`config.mk`:
```
export PLATFORM = sky130hd
export DESIGN_NAME = adc_ctrl_flags
export DESIGN_NICKNAME = d
export VERILOG_FILES = /design/src/rtl/adc_cf_pkg.sv /design/src/rtl/adc_trig_cond.sv /design/src/rtl/adc_pwr_recov.sv /design/src/rtl/adc_flag_bank.sv /design/src/rtl/adc_ctrl_flags.sv
export SDC_FILE = /design/constraint.sdc
export NUM_CORES = 1
export LEC_CHECK = 0
export BUFFER_PORTS_ARGS = -buffer_cell sky130_fd_sc_hd__clkbuf_2
export CAP_MARGIN = 0
export CORE_AREA = 2 2 148 150
export DETAILED_ROUTE_END_ITERATION = 16
export DIE_AREA = 0 0 150 152
export PLACE_DENSITY = 0.37
export SYNTH_ARGS = -nofsm -noshare
export SYNTH_HDL_FRONTEND = slang
export SYNTH_SLANG_ARGS = --single-unit
```
`constraint.sdc`:
```
create_clock -name clk -period 2.7 [get_ports clk]
set_input_delay 0.405 -clock clk [delete_from_list [all_inputs] [get_ports clk]]
set_output_delay 0.405 -clock clk [all_outputs]
set_load 0.02 [all_outputs]
```
`src/rtl/adc_cf_pkg.sv`:
```
package adc_cf_pkg;
    localparam int BUS_W      = 8;
    localparam int ADDR_CTRL  = 0;
    localparam int ADDR_STAT  = 1;
    localparam int ADDR_FLAGS = 2;
    localparam int ADDR_TAGS  = 3;

    typedef struct packed {
        logic pwr_on;
        logic fast_clr;
        logic wait_off;
        logic trig_level;
        logic trig_high;
        logic trig_en;
        logic seq_ie;
        logic zero;
    } ctrl_t;
endpackage

```
`src/rtl/adc_trig_cond.sv`:
```
module adc_trig_cond (
    input  logic clk,
    input  logic rst_n,
    input  logic trig_in,
    input  logic level_mode,
    input  logic active_high,
    input  logic enable,
    input  logic ready,
    input  logic seq_busy,
    output logic soc
);
    typedef struct packed {
        logic s1;
        logic s2;
        logic prev;
    } sync_t;

    sync_t st_d, st_q;
    logic  active, edge_hit;

    always_comb begin
        st_d      = st_q;
        st_d.s1   = trig_in;
        st_d.s2   = st_q.s1;
        st_d.prev = st_q.s2;
        active    = (st_q.s2 == active_high);
        edge_hit  = active && (st_q.prev != active_high);
        soc       = enable && ready && !seq_busy && (level_mode ? active : edge_hit);
    end

    always_ff @(posedge clk or negedge rst_n) begin
        if (!rst_n) st_q <= '0;
        else        st_q <= st_d;
    end
endmodule

```
`src/rtl/adc_pwr_recov.sv`:
```
module adc_pwr_recov #(
    parameter int RECOV_CYC = 16
) (
    input  logic clk,
    input  logic rst_n,
    input  logic pwr_on,
    input  logic run,
    input  logic reload,
    output logic busy
);
    localparam int CNT_W = $clog2(RECOV_CYC + 1);

    logic [CNT_W-1:0] cnt_d, cnt_q;

    always_comb begin
        cnt_d = cnt_q;
        if (reload)                    cnt_d = CNT_W'(RECOV_CYC);
        else if (!pwr_on)              cnt_d = '0;
        else if (run && cnt_q != '0)   cnt_d = cnt_q - 1'b1;
        busy = (cnt_q != '0);
    end

    always_ff @(posedge clk or negedge rst_n) begin
        if (!rst_n) cnt_q <= '0;
        else        cnt_q <= cnt_d;
    end
endmodule

```
`src/rtl/adc_flag_bank.sv`:
```
module adc_flag_bank #(
    parameter int NUM_CH = 8,
    parameter int DATA_W = 8,
    localparam int CH_W  = $clog2(NUM_CH)
) (
    input  logic              clk,
    input  logic              rst_n,
    input  logic              fast_clr,
    input  logic              conv_ok,
    input  logic [CH_W-1:0]   conv_ch,
    input  logic [DATA_W-1:0] conv_data,
    input  logic              tag_first,
    input  logic              flags_rd,
    input  logic              res_rd,
    input  logic              res_wr,
    input  logic [CH_W-1:0]   res_ch,
    output logic [NUM_CH-1:0] ccf,
    output logic [NUM_CH-1:0] tags,
    output logic [DATA_W-1:0] res_rdata
);
    typedef struct packed {
        logic [NUM_CH-1:0][DATA_W-1:0] res;
        logic [NUM_CH-1:0]             ccf;
        logic [NUM_CH-1:0]             armed;
        logic [NUM_CH-1:0]             tags;
    } bank_t;

    bank_t bk_d, bk_q;

    always_comb begin
        bk_d = bk_q;
        if (flags_rd) bk_d.armed = bk_q.ccf;
        if (fast_clr) begin
            if (res_rd || res_wr) bk_d.ccf[res_ch] = 1'b0;
        end else if (res_rd) begin
            if (bk_q.armed[res_ch]) bk_d.ccf[res_ch] = 1'b0;
            bk_d.armed[res_ch] = 1'b0;
        end
        // a set in the same cycle overrides any clear above
        if (conv_ok) begin
            bk_d.ccf[conv_ch]  = 1'b1;
            bk_d.res[conv_ch]  = conv_data;
            bk_d.tags[conv_ch] = tag_first;
        end
        ccf       = bk_q.ccf;
        tags      = bk_q.tags;
        res_rdata = bk_q.res[res_ch];
    end

    always_ff @(posedge clk or negedge rst_n) begin
        if (!rst_n) bk_q <= '0;
        else        bk_q <= bk_d;
    end
endmodule

```
`src/rtl/adc_ctrl_flags.sv`:
```
module adc_ctrl_flags
    import adc_cf_pkg::*;
#(
    parameter int NUM_CH    = 8,
    parameter int RECOV_CYC = 16,
    localparam int CH_W     = $clog2(NUM_CH),
    localparam int ADDR_W   = CH_W + 1
) (
    input  logic              clk,
    input  logic              rst_n,
    input  logic [ADDR_W-1:0] bus_addr,
    input  logic              bus_rd,
    input  logic              bus_wr,
    input  logic [BUS_W-1:0]  bus_wdata,
    output logic [BUS_W-1:0]  bus_rdata,
    input  logic              trig_in,
    input  logic              seq_busy,
    input  logic              conv_vld,
    input  logic [CH_W-1:0]   conv_ch,
    input  logic [BUS_W-1:0]  conv_data,
    input  logic              seq_done,
    input  logic              wait_mode,
    output logic              irq,
    output logic              soc,
    output logic              adc_on,
    output logic              busy
);
    typedef struct packed {
        ctrl_t ctrl;
        logic  scf;
        logic  wait_prev;
        logic  pend_inv;
    } top_t;

    top_t st_d, st_q;

    logic              is_res, wr_ctrl, flags_rd, halted, conv_ok, reload, ready;
    logic [CH_W-1:0]   lo;
    logic [NUM_CH-1:0] ccf_vec, tag_vec;
    logic [BUS_W-1:0]  res_rdata, ctrl_raw;

    always_comb begin
        st_d     = st_q;
        is_res   = bus_addr[ADDR_W-1];
        lo       = bus_addr[CH_W-1:0];
        wr_ctrl  = bus_wr && !is_res && lo == CH_W'(ADDR_CTRL);
        flags_rd = bus_rd && !is_res && lo == CH_W'(ADDR_FLAGS);
        halted   = wait_mode && st_q.ctrl.wait_off;
        adc_on   = st_q.ctrl.pwr_on && !halted;
        conv_ok  = conv_vld && adc_on;
        reload   = (wr_ctrl && bus_wdata[BUS_W-1] && !st_q.ctrl.pwr_on)
                || (st_q.wait_prev && !wait_mode && st_q.ctrl.wait_off && st_q.ctrl.pwr_on);

        if (wr_ctrl) begin
            st_d.ctrl      = ctrl_t'(bus_wdata);
            st_d.ctrl.zero = 1'b0;
        end
        if (bus_wr && !is_res && lo == CH_W'(ADDR_STAT) && bus_wdata[BUS_W-1])
            st_d.scf = 1'b0;
        if (seq_done && adc_on)
            st_d.scf = 1'b1;
        st_d.wait_prev = wait_mode;
        if (reload && st_q.wait_prev) st_d.pend_inv = 1'b1;
        else if (conv_ok)             st_d.pend_inv = 1'b0;

        ctrl_raw = st_q.ctrl;
        irq      = st_q.ctrl.seq_ie && st_q.scf;
        ready    = adc_on && !busy;

        bus_rdata = '0;
        if (is_res) begin
            bus_rdata = res_rdata;
        end else begin
            case (lo)
                CH_W'(ADDR_CTRL):  bus_rdata = {ctrl_raw[BUS_W-1:1], irq};
                CH_W'(ADDR_STAT):  bus_rdata = {st_q.scf, {(BUS_W-2){1'b0}}, busy};
                CH_W'(ADDR_FLAGS): bus_rdata = BUS_W'(ccf_vec);
                CH_W'(ADDR_TAGS):  bus_rdata = BUS_W'(tag_vec);
                default:           bus_rdata = '0;
            endcase
        end
    end

    always_ff @(posedge clk or negedge rst_n) begin
        if (!rst_n) st_q <= '0;
        else        st_q <= st_d;
    end

    adc_pwr_recov #(.RECOV_CYC(RECOV_CYC)) recov_i (
        .clk(clk), .rst_n(rst_n), .pwr_on(st_q.ctrl.pwr_on),
        .run(!halted), .reload(reload), .busy(busy)
    );

    adc_trig_cond trig_i (
        .clk(clk), .rst_n(rst_n), .trig_in(trig_in),
        .level_mode(st_q.ctrl.trig_level), .active_high(st_q.ctrl.trig_high),
        .enable(st_q.ctrl.trig_en), .ready(ready), .seq_busy(seq_busy), .soc(soc)
    );

    adc_flag_bank #(.NUM_CH(NUM_CH), .DATA_W(BUS_W)) bank_i (
        .clk(clk), .rst_n(rst_n), .fast_clr(st_q.ctrl.fast_clr),
        .conv_ok(conv_ok), .conv_ch(conv_ch), .conv_data(conv_data),
        .tag_first(st_q.pend_inv), .flags_rd(flags_rd),
        .res_rd(bus_rd && is_res), .res_wr(bus_wr && is_res), .res_ch(lo),
        .ccf(ccf_vec), .tags(tag_vec), .res_rdata(res_rdata)
    );
endmodule

```
==> results of run 1 <==
sequential cells by signal, summed over array words and instances, names as in the netlist:
| register | flops |
|---|---|
| bank_i.bk_q | 72 |
| bank_i.ccf | 8 |
| bank_i.tags | 8 |
| ctrl_raw | 7 |
| recov_i.cnt_q | 5 |
| st_q | 3 |
| trig_i.st_d | 2 |
| trig_i.st_q | 1 |
kinds of logic after synthesis:
logic type	count (synthesis)	share of synthesized area
adder cells (fa/ha/maj)	1	0.00241
AO/OA/AOI/OAI	49	0.0667
XOR/XNOR	4	0.00674
AND/OR/NAND/NOR	92	0.104
flip-flops	106	0.510
buffers and inverters	28	0.0279
multiplexers	113	0.282
through the flow:
| stage | hold WS, ns | area (um2) | worst slack [ns] | setup TNS [ns] |
|---|---|---|---|---|
| finish | 0.0933 | 6150 | 0.0560 | 0 |
| global route | 0.142 | 6150 | -0.0127 | -0.0127 |
| CTS | 0.131 | 6130 | 0.00606 | 0 |
| detailed placement | 0.339 | 5790 | 0.237 | 0 |
| global placement | 0.343 | 5790 | 0.255 | 0 |
| floorplan | 0.109 | 5200 | 0.453 | 0 |
worst max-delay path by stage:
| stage | startpoint | endpoint | slack, ns |
|---|---|---|---|
| after detailed placement | recov_i.cnt_q[0] | bus_rdata[0] | 0.24 |
| after global routing | recov_i.cnt_q[0] | bus_rdata[0] | -0.01 |
| after floorplan | recov_i.cnt_q[0] | bus_rdata[0] | 0.45 |
| after CTS | recov_i.cnt_q[0] | bus_rdata[0] | 0.006 |
| final | recov_i.cnt_q[1] | bus_rdata[0] | 0.06 |
| after global placement | recov_i.cnt_q[0] | bus_rdata[0] | 0.25 |
layout make-up:
class                      count  area [um2]  area share
tap                          280         350      0.0569
sequential                   106        2650       0.431
clock inverter                 7        70.1      0.0114
multi-input combinational    259        2420       0.393
timing repair buffer          67         423      0.0687
inverter                       4        15.0     0.00244
clock buffer                   9         225      0.0366
power by group through the flow:
| stage | Combinational, mW | Clock, mW | Sequential [mW] |
|---|---|---|---|
| 2_1_floorplan | 1.06 | 0 | 2.29 |
| 3_3_place_gp | 1.35 | 0 | 2.38 |
| 3_5_place_dp | 1.38 | 0 | 2.40 |
| 4_1_cts | 1.46 | 1.38 | 2.37 |
| 5_1_grt | 1.61 | 1.46 | 2.42 |
| 6_report | 1.46 | 1.32 | 2.36 |
worst reg2reg max path, stage by stage, from the launching register on:
cell	delay, ns
dfrtp_1	0.48
a21boi_2	0.17
and2_1	0.37
nand3_2	0.46
mux2_2	0.43
per-layer routing:
| metal | wire [um] | track usage | vias to the layer above |
|---|---|---|---|
| li1 | - | - | 1576 |
| met1 | 6980 | 0.182 | 1785 |
| met2 | 6540 | 0.208 | 59 |
| met3 | 514 | 0.0324 | 13 |
| met4 | 224 | 0.0319 | 0 |
| met5 | 0 | 0 | - |
placed cells by master (no fill, tap or decap), types with 4 or more instances in the layout:
master,n
a21oi_1,9
a221o_1,6
nor3_1,5
a2bb2oi_1,6
nor3b_1,4
and2_1,5
mux4_2,19
clkbuf_16,9
mux2_2,74
nor2b_1,4
mux2i_1,18
o21ai_0,10
dfrtp_1,106
a31oi_1,4
buf_4,25
clkbuf_2,40
nand3_1,11
nor2_1,22
nand2_1,15
repair_timing:
action,in CTS,in global routing
pin swaps,1,1
resized for setup,6,3
setup endpoints to repair,1,1
buffers inserted,4,1
==> impl_metrics.ini, run 1 <==
[cts]
ctsHtreeMaxLevel = 3
cts_tree = built
clk_latency_ns = 0.36
root_buffer = clkbuf_16
cts_made_buffers = 9
path_clk_slew_ns = 0.08
clock-sinks = 106
hold_buffers = 0
clockBufferDepth = 2

[sta]
hold_viol = 0
fmax_mhz = 378
drv_slew = 0
setup_viol_count_final = 0
grt_setup_unrepaired = yes
max_slew_margin = 0.519
finClkSkew_ns = 0.00558
fin_crit_ns = 2.64
fin_crit_sh = 0.979
worst_slew_pin_slew_ns = 0.721

[route]
drc = 0
vias = 3433
ant_nets = 0
wl_um = 14300
avgRoutedWirePerCell_um = 19.5
via_per_inst = 4.69
dr.pass1.iters = 4
drt_iter0_drc = 132

[power]
p_comb_frac = 0.283
internal_power_mw = 3.53
seqPwrFrac = 0.459
switching_share = 0.314
peakVddDrop_v = 0.000317
p_sw_mw = 1.61
p_clk_frac = 0.258
p_leak_nw = 2.81
power_mw = 5.14
power.density_nw_per_um2 = 836

[finish]
drive_gt1_frac = 0.427
insertedDiodeCount = 0
fillerInstances = 2248
area_delta_synth_final_pct = 18.4
layout.nets = 480
fin_util = 0.288
instances_no_fill = 732

[grt]
antenna_found_initial = 0
grt_max_degree = 54
track_usage = 0.132
grt_pass1_wl_um = 22200
overflow = 0
grt_pass1_vias = 3693

[yosys]
synthCells = 393
synth_top_area_cell = dfrtp_1
syn_nets = 426
netlist_area_um2 = 5200
synthTopCellsByCount = dfrtp_1, mux2_2, nor2_1
yosysWarningCount = 0
yosysMostFrequentCell = dfrtp_1
synth_area_leaders = dfrtp_1, mux2_2, mux4_2, mux2i_1, nor2_1
seq_area_frac_synth = 0.510
synth_cell_type_count = 49
synth_seq_cells = 106
ys_async_sr_fraction = 1.00
postSynthAreaPerCell_um2 = 13.2
yosysTopAreaCellShare = 0.510
synth_edf_count = 0
synth_ff_type = dfrtp_1

[setup_path]
critPathMaxFanout = 2
r2r_setup_slack_ns = 0.69
cp_num_buf_inv = 2
cp-end-kind = output port
r2r-end = bank_i.tags[4]
worstSetupPathType = reg -> out
crit_path_frequent_cell = nand2_2
path_cells = inv_2, ha_4, or4b_4, mux4_2, nand2_2, nand2_2, buf_8
regToRegStartpoint = ctrl_raw[5]
cp.required_ns = 2.30
start_kind = flop
reg2reg_depth = 4
cpLargestDelayFamily = simple AND/OR/NAND/NOR gates
critPathSlowestCell = mux4_2
path_depth = 7
worstPathArrival_ns = 2.24
slowest_delay_ns = 0.48

[die]
initial_core_util = 0.243
core_um2 = 21400
top_level_ports = 44
die-height_um = 152
die_area_um2 = 22800
row_count = 54
die_x_um = 150

[placed_design]
place_congestion = 0.697
port_buffers = 42
dp_hpwl_um = 9580
dp_cells = 711

[flow_run]
drv_cap = 0

[worst_hold_path]
hp-class = in -> async

[run_status]
status = complete, no violations
Power figures use the tool's default switching activity.
==> inputs of run 2 (changes only) <==
--- a/config.mk
+++ b/config.mk
@@ -7,3 +7,2 @@
 export LEC_CHECK = 0
-export BUFFER_PORTS_ARGS = -buffer_cell sky130_fd_sc_hd__clkbuf_2
 export CAP_MARGIN = 0
@@ -12,3 +11,4 @@
 export DIE_AREA = 0 0 150 152
-export PLACE_DENSITY = 0.37
+export DONT_BUFFER_PORTS = 1
+export PLACE_DENSITY = 0.35
 export SYNTH_ARGS = -nofsm -noshare
==> constraint.sdc (replaced) <==
create_clock -name clk -period 2.7 [get_ports clk]
set_input_delay 0.54 -clock clk [delete_from_list [all_inputs] [get_ports clk]]
set_output_delay 0.54 -clock clk [all_outputs]
set_load 0.02 [all_outputs]
==> run 2 against run 1 <==
- the run now ends with negative hold slack left
- sequential share of layout area grew 2.4 points
- count of clock-buffer cells in the layout stayed put
- flip-flop and latch count stayed put
- total power down 3.1%
- first-iteration DRC count rose by 26%
- via count decreased by 5.2%
- sequential power about the same
- core utilization down 1.5 points
==> impl_metrics.ini, run 2 (synthesis results as in run 1) <==
[run_status]
failed_checks = negative hold slack
status = finished with violations

[setup_path]
regToRegStartpoint = ctrl_raw[5]
crit_path_frequent_cell = nand2_4
slowest_delay_ns = 0.50
startpoint = recov_i.cnt_q[1]
worstSetupPathType = reg -> out
start_kind = flop
cp_num_buf_inv = 1
critPathMaxFanout = 3
cp-end-kind = output port
cpLargestDelayFamily = simple AND/OR/NAND/NOR gates
cp.required_ns = 2.16
worstPathArrival_ns = 2.12
critPathSlowestCell = mux4_2
path_cells = inv_2, ha_4, or4b_4, mux4_2, nand2_4, nand2_4

[finish]
instances_no_fill = 677
area_delta_synth_final_pct = 12.1
layout_commonest_cell = dfrtp_1
top_register = bank_i.bk_q
insertedDiodeCount = 0
mostFrequentLayoutCells = dfrtp_1, mux2_2, nor2_1
final_area_um2 = 5830
layout.nets = 426
drive_gt1_frac = 0.348
largest_register_ffs = 72

[cts]
path_clk_slew_ns = 0.08
cts_made_buffers = 9
ctsHtreeMaxLevel = 3
root_buffer = clkbuf_16
clock-sinks = 106
cts_tree = built
clk_latency_ns = 0.36
clockBufferDepth = 2

[route]
dr.pass1.iters = 4
drc = 0
wl_um = 14400
avgRoutedWirePerCell_um = 21.3
ant_nets = 0
wl_met2_um = 6780
wl_met1_um = 6750
top_layer = met4
vias = 3253
drt_iter0_drc = 166
met3_length_um = 776
via_per_inst = 4.81

[sta]
fin_ws_ns = 0.0388
hold_viol = 106
fin_crit_sh = 0.986
fmax_mhz = 376
fin_crit_ns = 2.66
worst_slew_pin_slew_ns = 1.04
drv_slew = 0
worst_hold_slack_ns = -0.130
finClkSkew_ns = 0.00951
setup_viol_count_final = 0
grt_setup_unrepaired = yes
tns_ns = 0
max_slew_margin = 0.302

[flow_run]
drv_cap = 0

[placed_design]
dp_hpwl_um = 9220
pre_cts_ws_ns = 0.247
dp_cells = 658
place_congestion = 0.711
dpl_cell_area_um2 = 5480
port_buffers = 0

[grt]
overflow = 0
grt_pass1_wl_um = 22200
antenna_found_initial = 0
grt_max_degree = 107
track_usage = 0.132
grt_pass1_vias = 3473

[die]
die-height_um = 152
die_area_um2 = 22800
die_x_um = 150
row_count = 54
top_level_ports = 44
initial_core_util = 0.243
core_um2 = 21400

[power]
power.density_nw_per_um2 = 855
p_leak_nw = 2.57
power_mw = 4.98
peakVddDrop_v = 0.000339

[worst_hold_path]
hp-class = in -> async
-- run 2: area by class of cell --
type                       count  area [um2]
clock inverter                 6        60.1
multi-input combinational    259        2430
sequential                   106        2650
tap                          280         350
clock buffer                   9         225
timing repair buffer          13        97.6
inverter                       4        15.0
fill                        2253       15500
-- run 2: routing by layer --
| metal | vias to the layer above | global-route usage |
|---|---|---|
| li1 | 1466 | - |
| met1 | 1722 | 0.178 |
| met2 | 55 | 0.209 |
| met3 | 10 | 0.0435 |
| met4 | 0 | 0.0261 |
| met5 | - | 0 |
-- run 2: through the flow --
stage | util | hold WS [ns]
after floorplan | - | 0.244
after global placement | 0.257 | 0.248
after detailed placement | 0.257 | 0.249
after CTS | 0.272 | -0.144
after global routing | 0.273 | -0.155
final | 0.273 | -0.130
-- run 2: worst reg2reg max path: cells and delay by family, from the launching register on --
family                 cells  cell delay, ns
flip-flops                 1            0.40
AO/OA/AOI/OAI              1            0.38
multiplexers               1            0.40
AND/OR/NAND/NOR            2            0.64
buffers and inverters      1            0.18
-- run 2: report_power, final --
group	internal, mW	switching [mW]
sequential	2.07	0.290
clock	0.649	0.671
combinational	0.738	0.560
-- run 2: timing repair --
item                                   4_1_cts  5_1_grt
pin swaps                                    1        2
setup buffers                                2        2
resized for setup                            5        3
setup endpoints to repair                    1        1
endpoints found under the hold margin      106      106
-- run 2: worst paths after layout --
path / end / slack [ns] / depth (start not counted)
min in group clk: trig_i.st_d[1] / 0.20 / 0
max in group asynchronous: bank_i.bk_q[71] / 2.55 / 0
min: recov_i.cnt_q[1] / -0.13 / 0
min reg2reg: trig_i.st_d[0] / 0.36 / 0
max: bus_rdata[0] / 0.04 / 6
max reg2reg: bank_i.bk_q[85] / 0.58 / 5
==> inputs of run 3 (changes only) <==
Settings changed: ABC_AREA set to 1.
==> run 3 against run 2 <==
- the run still ends with negative hold slack left
- via count is 35% higher
- non-clock buffer count up 3
- first-iteration DRC count up 66%
- final cell count rose by 43%
- area after synthesis rose by 0.70%
- routed wire length up 17%
- die area unchanged
- core utilization rose by 0.25 points
- worst hold slack improved by 0.017 ns
- sequential power decreased by 7%
- worst setup slack better by 0.22 ns
- critical endpoint is now soc
- highest routed layer unchanged
==> impl_metrics.ini, run 3 <==
[route]
vias = 4376
via_per_inst = 4.51
ant_nets = 0
wl_um = 16900
drc = 0
drt_iter0_drc = 275
dr.pass1.iters = 5
avgRoutedWirePerCell_um = 17.4

[grt]
overflow = 0
globalRouteMet1Util = 0.227
grt_pass1_wl_um = 26600
track_usage = 0.156
grt_max_degree = 107
antenna_found_initial = 0
grt_use_met2 = 0.235
use_met3 = 0.0420
grt_pass1_vias = 4325
grt_most_used_layer = met2

[finish]
insertedDiodeCount = 0
regArea_um2 = 2650
fillerInstances = 2371
largest_register_ffs = 72
mostFrequentLayoutCells = nand2_1, dfrtp_1, inv_1
instances_no_fill = 971
drive_gt1_frac = 0.0753
area_delta_synth_final_pct = 12.4
fin_util = 0.275
layout.nets = 720
multiInputGateArea_um2 = 2230
top_register = bank_i.bk_q
layout_commonest_cell = nand2_1

[cts]
path_clk_slew_ns = 0.07
cts_made_buffers = 9
clockBufferDepth = 2
root_buffer = clkbuf_16
clock-sinks = 106
ctsHtreeMaxLevel = 3
clk_latency_ns = 0.35
cts_setup_buffers = 0
cts_tree = built

[yosys]
yosysWarningCount = 0
synthTopCellsByCount = nand2_1, dfrtp_1, inv_1
netlist_area_um2 = 5230
synth_edf_count = 0
seq_area_frac_synth = 0.507
synth_area_leaders = dfrtp_1, nand2_1, inv_1, nor2_1, nand3_1
yosysMostFrequentCell = nand2_1
ys_async_sr_fraction = 1.00
syn_nets = 721
synth_top_area_cell = dfrtp_1
synth_cell_type_count = 32
synth_ff_type = dfrtp_1
synthCells = 688
postSynthAreaPerCell_um2 = 7.61
synth_seq_cells = 106
yosysTopAreaCellShare = 0.507

[sta]
grt_setup_unrepaired = no
max_slew_margin = 0.551
fin_crit_ns = 2.44
finClkSkew_ns = 0.00867
fmax_mhz = 409
worst_slew_pin_slew_ns = 0.672
setup_viol_count_final = 0
fin_crit_sh = 0.905
drv_slew = 0
tns_ns = 0
worst_hold_slack_ns = -0.113
hold_viol = 106

[worst_hold_path]
hp-class = in -> async

[die]
core_um2 = 21400
die_x_um = 150
row_count = 54
die-height_um = 152
top_level_ports = 44
initial_core_util = 0.245
die_area_um2 = 22800

[power]
p_leak_nw = 2.88
power_mw = 4.60
peakVddDrop_v = 0.000259
power.density_nw_per_um2 = 783

[setup_path]
worstSetupPathType = reg -> out
critPathMaxFanout = 5
cp.required_ns = 2.16
cp-end-kind = output port
start_kind = flop
worstPathArrival_ns = 1.90

[run_status]
status = finished with violations
failed_checks = negative hold slack

[placed_design]
place_congestion = 0.783
port_buffers = 0
dp_hpwl_um = 11600
dp_cells = 956

[flow_run]
drv_cap = 0
[run 3: cell count changes in the layout (fill, tap and decap cells not counted), sizes merged, moves of 8 or more]
cell | previous run | this run
nand2 | 17 | 305
mux2 | 76 | 0
inv | 8 | 58
o21ai | 10 | 37
nor2 | 23 | 49
nand3 | 13 | 33
mux4 | 19 | 0
a21oi | 9 | 27
mux2i | 18 | 0
nor3 | 5 | 15
nand4 | 1 | 9
[run 3: area by class of cell]
class | instances | area share
Clock buffer | 12 | 0.0453
Clock inverter | 3 | 0.00787
Inverter | 58 | 0.0370
Multi-Input combinational cell | 496 | 0.379
Sequential cell | 106 | 0.451
Tap cell | 280 | 0.0596
Timing Repair Buffer | 16 | 0.0204
[run 3: power breakdown]
group          switching (mW)  total, mW  internal (mW)  leakage, nW
logic                   0.647      0.985          0.337         1.44
clock network           0.625       1.42          0.797        0.157
registers               0.210       2.20           1.99         1.29
[run 3: cells by family (layout without fill, tap and decap cells)]
group,count (synthesis),count (layout),synth area share
AOI/OAI and AO/OA,81,81,0.0875
DFF,106,106,0.507
adders and majority gates,1,1,0.00239
and+or+nand+nor,414,414,0.335
buffers and inverters,86,89,0.0679
[run 3: metal layers]
metal,routed length [um],part of all wire
met4,122,0.0072
met1,8210,0.49
met5,0,0
met2,7630,0.45
met3,919,0.054
[run 3: through the flow]
stage | cell area [um2] | setup WS (ns)
final | 5880 | 0.257
after global routing | 5880 | 0.0523
after CTS | 5880 | 0.140
after detailed placement | 5570 | 0.261
after global placement | 5570 | 0.273
after floorplan | 5230 | 0.559
[run 3: path summary, 6_finish.rpt]
kind	from	depth (start not counted)	end	slack, ns
max in group asynchronous	rst_n	0	bank_i.bk_q[61]	2.62
min in group clk	trig_in	0	trig_i.st_d[1]	0.21
hold / removal	rst_n	0	bank_i.ccf[5]	-0.11
setup reg to reg	ctrl_raw[5]	7	bank_i.tags[7]	0.83
hold reg to reg	trig_i.st_d[1]	0	trig_i.st_d[0]	0.35
setup / recovery	recov_i.cnt_q[0]	5	soc	0.26
[run 3: what timing repair did]
action	4_1_cts	5_1_grt
resized for setup	0	2
setup endpoints to repair	0	1
hold endpoints to repair	106	106
[run 3: worst max-delay path: stages (launching register included)]
cell	delay, ns
dfrtp_1	0.41
inv_1	0.07
ha_1	0.19
nand3b_1	0.35
a211oi_1	0.35
buf_4	0.18
